## config.mk

```make
export PLATFORM = sky130hd
export DESIGN_NAME = ptmr_core
export DESIGN_NICKNAME = d
export VERILOG_FILES = /design/src/rtl/ptmr_pkg.sv /design/src/rtl/ptmr_presc.sv /design/src/rtl/ptmr_count.sv /design/src/rtl/ptmr_ctrl.sv /design/src/rtl/ptmr_core.sv
export SDC_FILE = /design/constraint.sdc
export NUM_CORES = 1
export LEC_CHECK = 0
export BUFFER_PORTS_ARGS = -buffer_cell sky130_fd_sc_hd__buf_2
export CORE_UTILIZATION = 50
export DETAILED_ROUTE_END_ITERATION = 8
export PLACE_DENSITY = 0.72
export SKIP_LAST_GASP = 1
export SYNTH_ARGS = -nofsm -noshare
export SYNTH_HDL_FRONTEND = slang
export SYNTH_SLANG_ARGS = --single-unit
```

## constraint.sdc

```tcl
create_clock -name clk -period 7.6 [get_ports clk]
set_input_delay 0.76 -clock clk [delete_from_list [all_inputs] [get_ports clk]]
set_output_delay 0.76 -clock clk [all_outputs]
set_load 0.01 [all_outputs]
```

## src/rtl/ptmr_pkg.sv

```systemverilog
package ptmr_pkg;

    // Control register field positions (software-visible layout)
    localparam int unsigned POS_RELOAD = 15;
    localparam int unsigned POS_CLRCAP = 14;
    localparam int unsigned POS_DIV_HI = 12;
    localparam int unsigned POS_DIV_LO = 11;
    localparam int unsigned POS_TGL    = 10;
    localparam int unsigned POS_OUTEN  = 9;
    localparam int unsigned POS_DOWN   = 7;

    typedef enum logic [1:0] {
        DIV4  = 2'b00,
        DIV2  = 2'b01,
        DIV16 = 2'b10,
        DIV8  = 2'b11
    } div_sel_e;

    typedef struct packed {
        logic     reload_en;
        logic     clr_on_cap;
        div_sel_e div_sel;
        logic     tgl;
        logic     out_en;
        logic     down;
    } ctrl_t;

    function automatic int unsigned div_of(div_sel_e s);
        case (s)
            DIV2:    return 2;
            DIV4:    return 4;
            DIV8:    return 8;
            default: return 16;
        endcase
    endfunction

    function automatic logic [15:0] ctrl_pack(ctrl_t c);
        logic [15:0] img;
        img             = '0;
        img[POS_RELOAD] = c.reload_en;
        img[POS_CLRCAP] = c.clr_on_cap;
        img[POS_DIV_HI] = c.div_sel[1];
        img[POS_DIV_LO] = c.div_sel[0];
        img[POS_TGL]    = c.tgl;
        img[POS_OUTEN]  = c.out_en;
        img[POS_DOWN]   = c.down;
        return img;
    endfunction

    function automatic ctrl_t ctrl_unpack(logic [15:0] img);
        ctrl_t c;
        c.reload_en  = img[POS_RELOAD];
        c.clr_on_cap = img[POS_CLRCAP];
        c.div_sel    = div_sel_e'({img[POS_DIV_HI], img[POS_DIV_LO]});
        c.tgl        = img[POS_TGL];
        c.out_en     = img[POS_OUTEN];
        c.down       = img[POS_DOWN];
        return c;
    endfunction

endpackage

```

## src/rtl/ptmr_presc.sv

```systemverilog
module ptmr_presc
    import ptmr_pkg::*;
#(
    parameter int unsigned PRE_W = 4
) (
    input  logic     clk,
    input  logic     rst,
    input  div_sel_e sel,
    output logic     tick
);
    div_sel_e           sel_q;
    logic [PRE_W-1:0]   pcnt;
    logic [PRE_W-1:0]   last;
    logic               sel_same;

    assign last     = PRE_W'(div_of(sel) - 1);
    assign sel_same = (sel == sel_q);
    assign tick     = sel_same && (pcnt == last);

    always_ff @(posedge clk) begin
        if (rst) begin
            sel_q <= DIV4;
            pcnt  <= '0;
        end else if (!sel_same) begin
            sel_q <= sel;
            pcnt  <= '0;
        end else if (tick) begin
            pcnt  <= '0;
        end else begin
            pcnt  <= pcnt + PRE_W'(1);
        end
    end
endmodule

```

## src/rtl/ptmr_count.sv

```systemverilog
module ptmr_count #(
    parameter int unsigned W = 16
) (
    input  logic         clk,
    input  logic         rst,
    input  logic         wr_cnt,
    input  logic [W-1:0] wdata,
    input  logic         step,
    input  logic         down,
    input  logic         reload_en,
    input  logic [W-1:0] reload_val,
    input  logic         clr,
    output logic [W-1:0] cnt,
    output logic         wrap_evt
);
    logic         at_end;
    logic [W-1:0] wrap_val;
    logic [W-1:0] cnt_d;

    assign at_end   = down ? (cnt == '0) : (cnt == '1);
    assign wrap_val = reload_en ? reload_val : (down ? '1 : '0);
    assign wrap_evt = step && at_end && !wr_cnt && !clr;

    always_comb begin
        cnt_d = cnt;
        if (wr_cnt)        cnt_d = wdata;
        else if (clr)      cnt_d = '0;
        else if (step) begin
            if (at_end)    cnt_d = wrap_val;
            else if (down) cnt_d = cnt - W'(1);
            else           cnt_d = cnt + W'(1);
        end
    end

    always_ff @(posedge clk) begin
        if (rst) cnt <= '0;
        else     cnt <= cnt_d;
    end
endmodule

```

## src/rtl/ptmr_ctrl.sv

```systemverilog
module ptmr_ctrl
    import ptmr_pkg::*;
(
    input  logic        clk,
    input  logic        rst,
    input  logic        wr_ctrl,
    input  logic [15:0] wdata,
    input  logic        wrap_evt,
    output ctrl_t       ctrl
);
    always_ff @(posedge clk) begin
        if (rst)           ctrl     <= '0;
        else if (wr_ctrl)  ctrl     <= ctrl_unpack(wdata);
        else if (wrap_evt) ctrl.tgl <= ~ctrl.tgl;
    end
endmodule

```

## src/rtl/ptmr_core.sv

```systemverilog
module ptmr_core
    import ptmr_pkg::*;
#(
    parameter int unsigned DATA_W = 16,
    parameter int unsigned PRE_W  = 4
) (
    input  logic              clk,
    input  logic              rst,
    input  logic              reg_wr_en,
    input  logic              reg_addr,
    input  logic [DATA_W-1:0] reg_wdata,
    output logic [DATA_W-1:0] reg_rdata,
    input  logic              run_en,
    input  logic              cap_evt,
    input  logic [DATA_W-1:0] reload_val,
    output logic              tgl_out,
    output logic              wrap_pulse
);
    localparam logic ADDR_CTRL = 1'b0;
    localparam logic ADDR_CNT  = 1'b1;

    ctrl_t             ctrl_q;
    logic [15:0]       ctrl_img;
    logic [DATA_W-1:0] cnt_q;
    logic              tick;
    logic              wrap_evt;
    logic              wr_ctrl;
    logic              wr_cnt;
    logic              clr;

    assign wr_ctrl  = reg_wr_en && (reg_addr == ADDR_CTRL);
    assign wr_cnt   = reg_wr_en && (reg_addr == ADDR_CNT);
    assign clr      = cap_evt && ctrl_q.clr_on_cap;
    assign ctrl_img = ctrl_pack(ctrl_q);

    ptmr_presc #(.PRE_W(PRE_W)) u_presc (
        .clk  (clk),
        .rst  (rst),
        .sel  (ctrl_q.div_sel),
        .tick (tick)
    );

    ptmr_count #(.W(DATA_W)) u_count (
        .clk        (clk),
        .rst        (rst),
        .wr_cnt     (wr_cnt),
        .wdata      (reg_wdata),
        .step       (tick && run_en),
        .down       (ctrl_q.down),
        .reload_en  (ctrl_q.reload_en),
        .reload_val (reload_val),
        .clr        (clr),
        .cnt        (cnt_q),
        .wrap_evt   (wrap_evt)
    );

    ptmr_ctrl u_ctrl (
        .clk      (clk),
        .rst      (rst),
        .wr_ctrl  (wr_ctrl),
        .wdata    (reg_wdata[15:0]),
        .wrap_evt (wrap_evt),
        .ctrl     (ctrl_q)
    );

    always_ff @(posedge clk) begin
        if (rst) wrap_pulse <= 1'b0;
        else     wrap_pulse <= wrap_evt;
    end

    assign tgl_out   = ctrl_q.out_en & ctrl_q.tgl;
    assign reg_rdata = (reg_addr == ADDR_CNT) ? cnt_q : DATA_W'(ctrl_img);
endmodule

```

# Word-level counts from Yosys, hierarchy flattened

Cells that the tools add are included.

Equal/unequal tests: 5
Bitwise logic cells: 4
Mux-type cells: 12
Reductions and logical operators: 15
Add/subtract/negate cells: 4

Operators by type and width:

| kind                                                                 | count |
|---|---|
| 16-bit 2-to-1 mux                                                    | 8 |
| 16-bit by 1-bit adder with 16-bit output, second input constant      | 1 |
| 16-bit == test, second input constant                                | 1 |
| 16-bit logical NOT                                                   | 1 |
| 16-bit by 1-bit subtractor with 16-bit output, second input constant | 1 |
| 4-bit case mux with 3 select lines                                   | 1 |
| 1-bit logical AND                                                    | 8 |
| 4-bit by 1-bit adder with 4-bit output, second input constant        | 1 |
| 4-bit == test                                                        | 1 |
| 4-bit by 1-bit subtractor with 4-bit output, second input constant   | 1 |
| 1-bit 2-to-1 mux                                                     | 3 |
| 1-bit NOT                                                            | 3 |
| 3-bit nonzero test                                                   | 1 |
| 3-bit OR reduction                                                   | 1 |
| 2-bit by 1-bit == test with 1-bit output, second input constant      | 1 |
| 2-bit == test                                                        | 1 |
| 2-bit == test, second input constant                                 | 1 |
| 1-bit logical NOT                                                    | 2 |
| 2-bit logical NOT                                                    | 1 |
| 2-bit nonzero test                                                   | 1 |
| 1-bit AND                                                            | 1 |

Logic and storage cells: 50
Bits of input ports: 38
Flip-flop bits (word level): 30

# Depth between registers and ports, before layout

Depth in word-level cells: 11
Depth in mapped cells: 9
Gate-level depth less buffers: 9

# By module

A second synthesis with hierarchy kept.

Cell total of the unflattened synthesis: 317
Area, all modules: 2,548.7 sq um

Modules (own cells, without submodules):

| module     | cells an instance | times used | area an instance (sq um) |
|---|---|---|---|
| ptmr_count | 231               | 1          | 1,715.4 |
| ptmr_presc | 37                | 1          | 319.1 |
| ptmr_ctrl  | 24                | 1          | 272.8 |
| ptmr_core  | 25                | 1          | 241.5 |

# Worst setup path after synthesis

OpenSTA, ideal clock, no wires.

Path type: flip-flop to flip-flop
Start point: register u_ctrl.ctrl[0] (netlist bit)
End point: register u_count.cnt[10]
Cell stages (with the launch flop): 10
Library setup time: 0.091 ns
Data required time: 7.509 ns
Path buffers: 0
Path slack: 5.110 ns
Arrival: 2.399 ns
Cells stage by stage: dfxtp_1 -> inv_1 -> fa_1 -> nor2b_1 -> o2111ai_1 -> a31oi_1 -> a41o_1 -> xor2_1 -> o21ai_0 -> a311oi_1

Longest elaborated chain between the ends: 6

RTL lines:

| item                           | RTL line         | RTL |
|---|---|---|
| start: declaration             | ptmr_ctrl.sv:9   | `output ctrl_t ctrl` |
| start signal: assignment       | ptmr_ctrl.sv:13  | `else if (wr_ctrl) ctrl <= ctrl_unpack(wdata);` |
| 16-bit 2-to-1 mux (2 in a row) | ptmr_count.sv:21 | `assign wrap_val = reload_en ? reload_val : (down ? '1 : '0);` |
| 16-bit 2-to-1 mux (*)          | ptmr_count.sv:29 | `if (at_end) cnt_d = wrap_val;` |
| 16-bit 2-to-1 mux (*)          | ptmr_count.sv:28 | `else if (step) begin` |
| 16-bit 2-to-1 mux (*)          | ptmr_count.sv:27 | `else if (clr) cnt_d = '0;` |
| 16-bit 2-to-1 mux (*)          | ptmr_count.sv:26 | `if (wr_cnt) cnt_d = wdata;` |
| end signal: assignment         | ptmr_count.sv:37 | `else cnt <= cnt_d;` |
| end: declaration               | ptmr_count.sv:13 | `output logic [W-1:0] cnt,` |

Mark *: on every way between the ends. The rest lies on a longest branch, timed or not. The select of a mux whose other input is x is not followed.
A chain may end at the register's enable or synchronous reset.

# Final worst setup path

Ends and elaborated chain as after synthesis.

==> metrics.cfg <==
[grt]
antenna_found_initial=0
track_usage_pct=25.90
grt_max_degree=32
overflow=0
first_global_vias=2209
grt_pass1_wl_mm=10.52

[timing]
fin_crit_ns=3.159
max-slew-margin-rel_pct=32.33
hold_viol_final=0
min_period_over_period_pct=41.57
rsz0062_at_grt=no
drv_slew=0
fmax_ghz=0.3165
finClkSkew_ns=0.007888
finalSetupViolCount=0
tns_ns=0
worstMarginPinSlew_ns=1.015
finalWorstSetupSlack_ns=4.441

[detailed_routing]
wl_mm=6.641
vias_per_cell=5.834
wl_per_cell_um=15.34
first_pass_iters=4
drc=0
ant_nets=0
vias=2526
first_iter_violations=178

[floorplanning]
fp.dieW_um=72.12
initial_core_util_pct=52.05
design.die.area_mm2=0.005201
rows=25
boundaryPins=56
die_h_um=72.12
core_area_mm2=0.004723

[critical_path]
worst-path-max-fanout=19
r2r_start=u_ctrl.ctrl[0]$_SDFFE_PP0P_
r2r.worst_path.cells=9
crit_required_ns=7.77
crit_path_start=u_ctrl.ctrl[0]$_SDFFE_PP0P_
cp-start-kind=flip-flop
end_kind=flip-flop
critical_path_class=reg2reg
arrival_ns=3.33

[synth]
synthesis.nets=376
seq_area_frac_synth_pct=24.43
yosys-top-cells-count=nand2_1 (39), a21oi_1 (35), dfxtp_1 (30), nor2_1 (26), a211oi_1 (24)
synth_edf_count=0
yosys-top-cells-area=dfxtp_1 (24%), ha_1 (7.6%), a211oi_1 (7.3%)
synth_top_flop_cell=dfxtp_1
ys_warn_count=0
syn_area_mm2=0.002459
yosysTopAreaCellShare_pct=24.43
synth_top_cell_by_area=dfxtp_1
synth_most_common_cell=nand2_1
synth-async-reset-ratio_pct=0
syn_inst=322
ys_ff_latch=30
ys_types=55
syn_area_per_cell_um2=7.635

[place]
place_congestion=0.8517
io_buffers=55
place_ws_ns=4.399
dp_cells=427
dp_hpwl_mm=4.891

[final_layout]
layout-drive-gt1-share_pct=20.22
nets=421
fin_cells=433
n_antenna_cell=0
syn_to_final_growth_pct=14.81

[clock_network]
post_cts_buffers=0
hold_buffers=0
htreeDepth=2
cts_tree=built
cts_buffers=5
clock-sinks=30
ctsResizeCount=0
worstSkewPairLatency_ns=0.27
clockBufferDepth=2
root_buffer=clkbuf_8
cts.clk_slew.worst_paths_ns=0.06

[run]
maxCapViolations=0

[min_path]
holdPathStages=1
worstHoldPathType=reg2reg
hp-start=u_presc.pcnt[0]$_SDFF_PP0_

[power]
total_power_uw=434.0
power.density_mw_per_mm2=153.7
ir_drop_v=0.00006876
p_leak_uw=0.001194

[run_status]
status=completed

[final cells by class]
type	count	area (um^2)
Fill cell	436	1901
Multi-Input combinational cell	267	1747
Sequential cell	30	600.6
Timing Repair Buffer	56	282.8
Tap cell	67	83.83
Clock buffer	6	82.58
Inverter	7	26.28
[registers in the layout, summed over array words and instances, names as in the netlist]
register and cells:
u_count.cnt 16, u_presc.sel_q 2, u_ctrl.ctrl 7, u_presc.pcnt 4, wrap_pulse 1
[metal layers]
metal  track usage (%)  routed length (um)
met5                 0                   0
met4             5.664                 102
met3             3.889                 283
met2             42.26                3044
met1             36.17                3211
[where the power goes]
group	switching [uW]	internal (uW)
clock	54.0	69.7
sequential	18.7	169
combinational	67.2	55.3
[through the flow]
step / util [%] / hold WS [ns] / cell area (um^2)
2_1_floorplan: - / 0.4258 / 2459
3_3_place_gp: 58.01 / 0.4469 / 2740
3_5_place_dp: 58.01 / 0.4490 / 2740
4_1_cts: 59.76 / 0.4653 / 2823
5_1_grt: 59.76 / 0.5001 / 2823
6_report: 59.76 / 0.4647 / 2823
[worst paths after layout]
path | end | slack (ns)
setup / recovery | u_count.cnt[10]$_SDFFE_PP0P_ | 4.44
hold reg to reg | u_presc.pcnt[0]$_SDFF_PP0_ | 0.46
hold / removal | u_presc.pcnt[0]$_SDFF_PP0_ | 0.46
setup reg to reg | u_count.cnt[10]$_SDFFE_PP0P_ | 4.44
[kinds of logic (layout without fill, tap and decap cells)]
group / count (synthesis) / in the layout / share of synthesized area, %
fa+ha+maj: 16 / 16 / 8.448
compound gates: 110 / 110 / 29.41
mux: 9 / 9 / 4.020
xor+xnor: 15 / 15 / 5.343
simple gates: 117 / 117 / 23.82
buf+inv: 25 / 69 / 4.529
flops: 30 / 30 / 24.43
[placed cells by master (no fill, tap or decap), types with 2 or more instances in the layout]
cell / count
a211oi_1: 24
a21o_1: 2
a21oi_1: 35
a311oi_1: 5
a31oi_1: 4
a32oi_1: 2
a41o_1: 2
and2_1: 12
and3_1: 2
and4_1: 2
buf_2: 55
clkbuf_8: 6
dfxtp_1: 30
ha_1: 15
inv_1: 7
mux2_2: 6
mux2i_1: 2
nand2_1: 39
nand2b_1: 5
nand3_1: 8
nand4_1: 2
nor2_1: 26
nor2b_1: 6
nor3_1: 4
nor4_1: 2
o2111ai_1: 2
o211ai_1: 2
o21a_1: 2
o21ai_0: 17
o31ai_1: 2
or2_2: 2
xnor2_1: 5
xor2_1: 10
[worst max-delay path: stages, from the launching register on]
cell and delay (ns):
dfxtp_1 0.81, inv_1 0.19, fa_1 0.45, nor2b_1 0.20, o2111ai_1 0.19, a31oi_1 0.39
a41o_1 0.25, xor2_1 0.14, o21ai_0 0.12, a311oi_1 0.30
No activity file was read; power rests on OpenSTA's default activity.
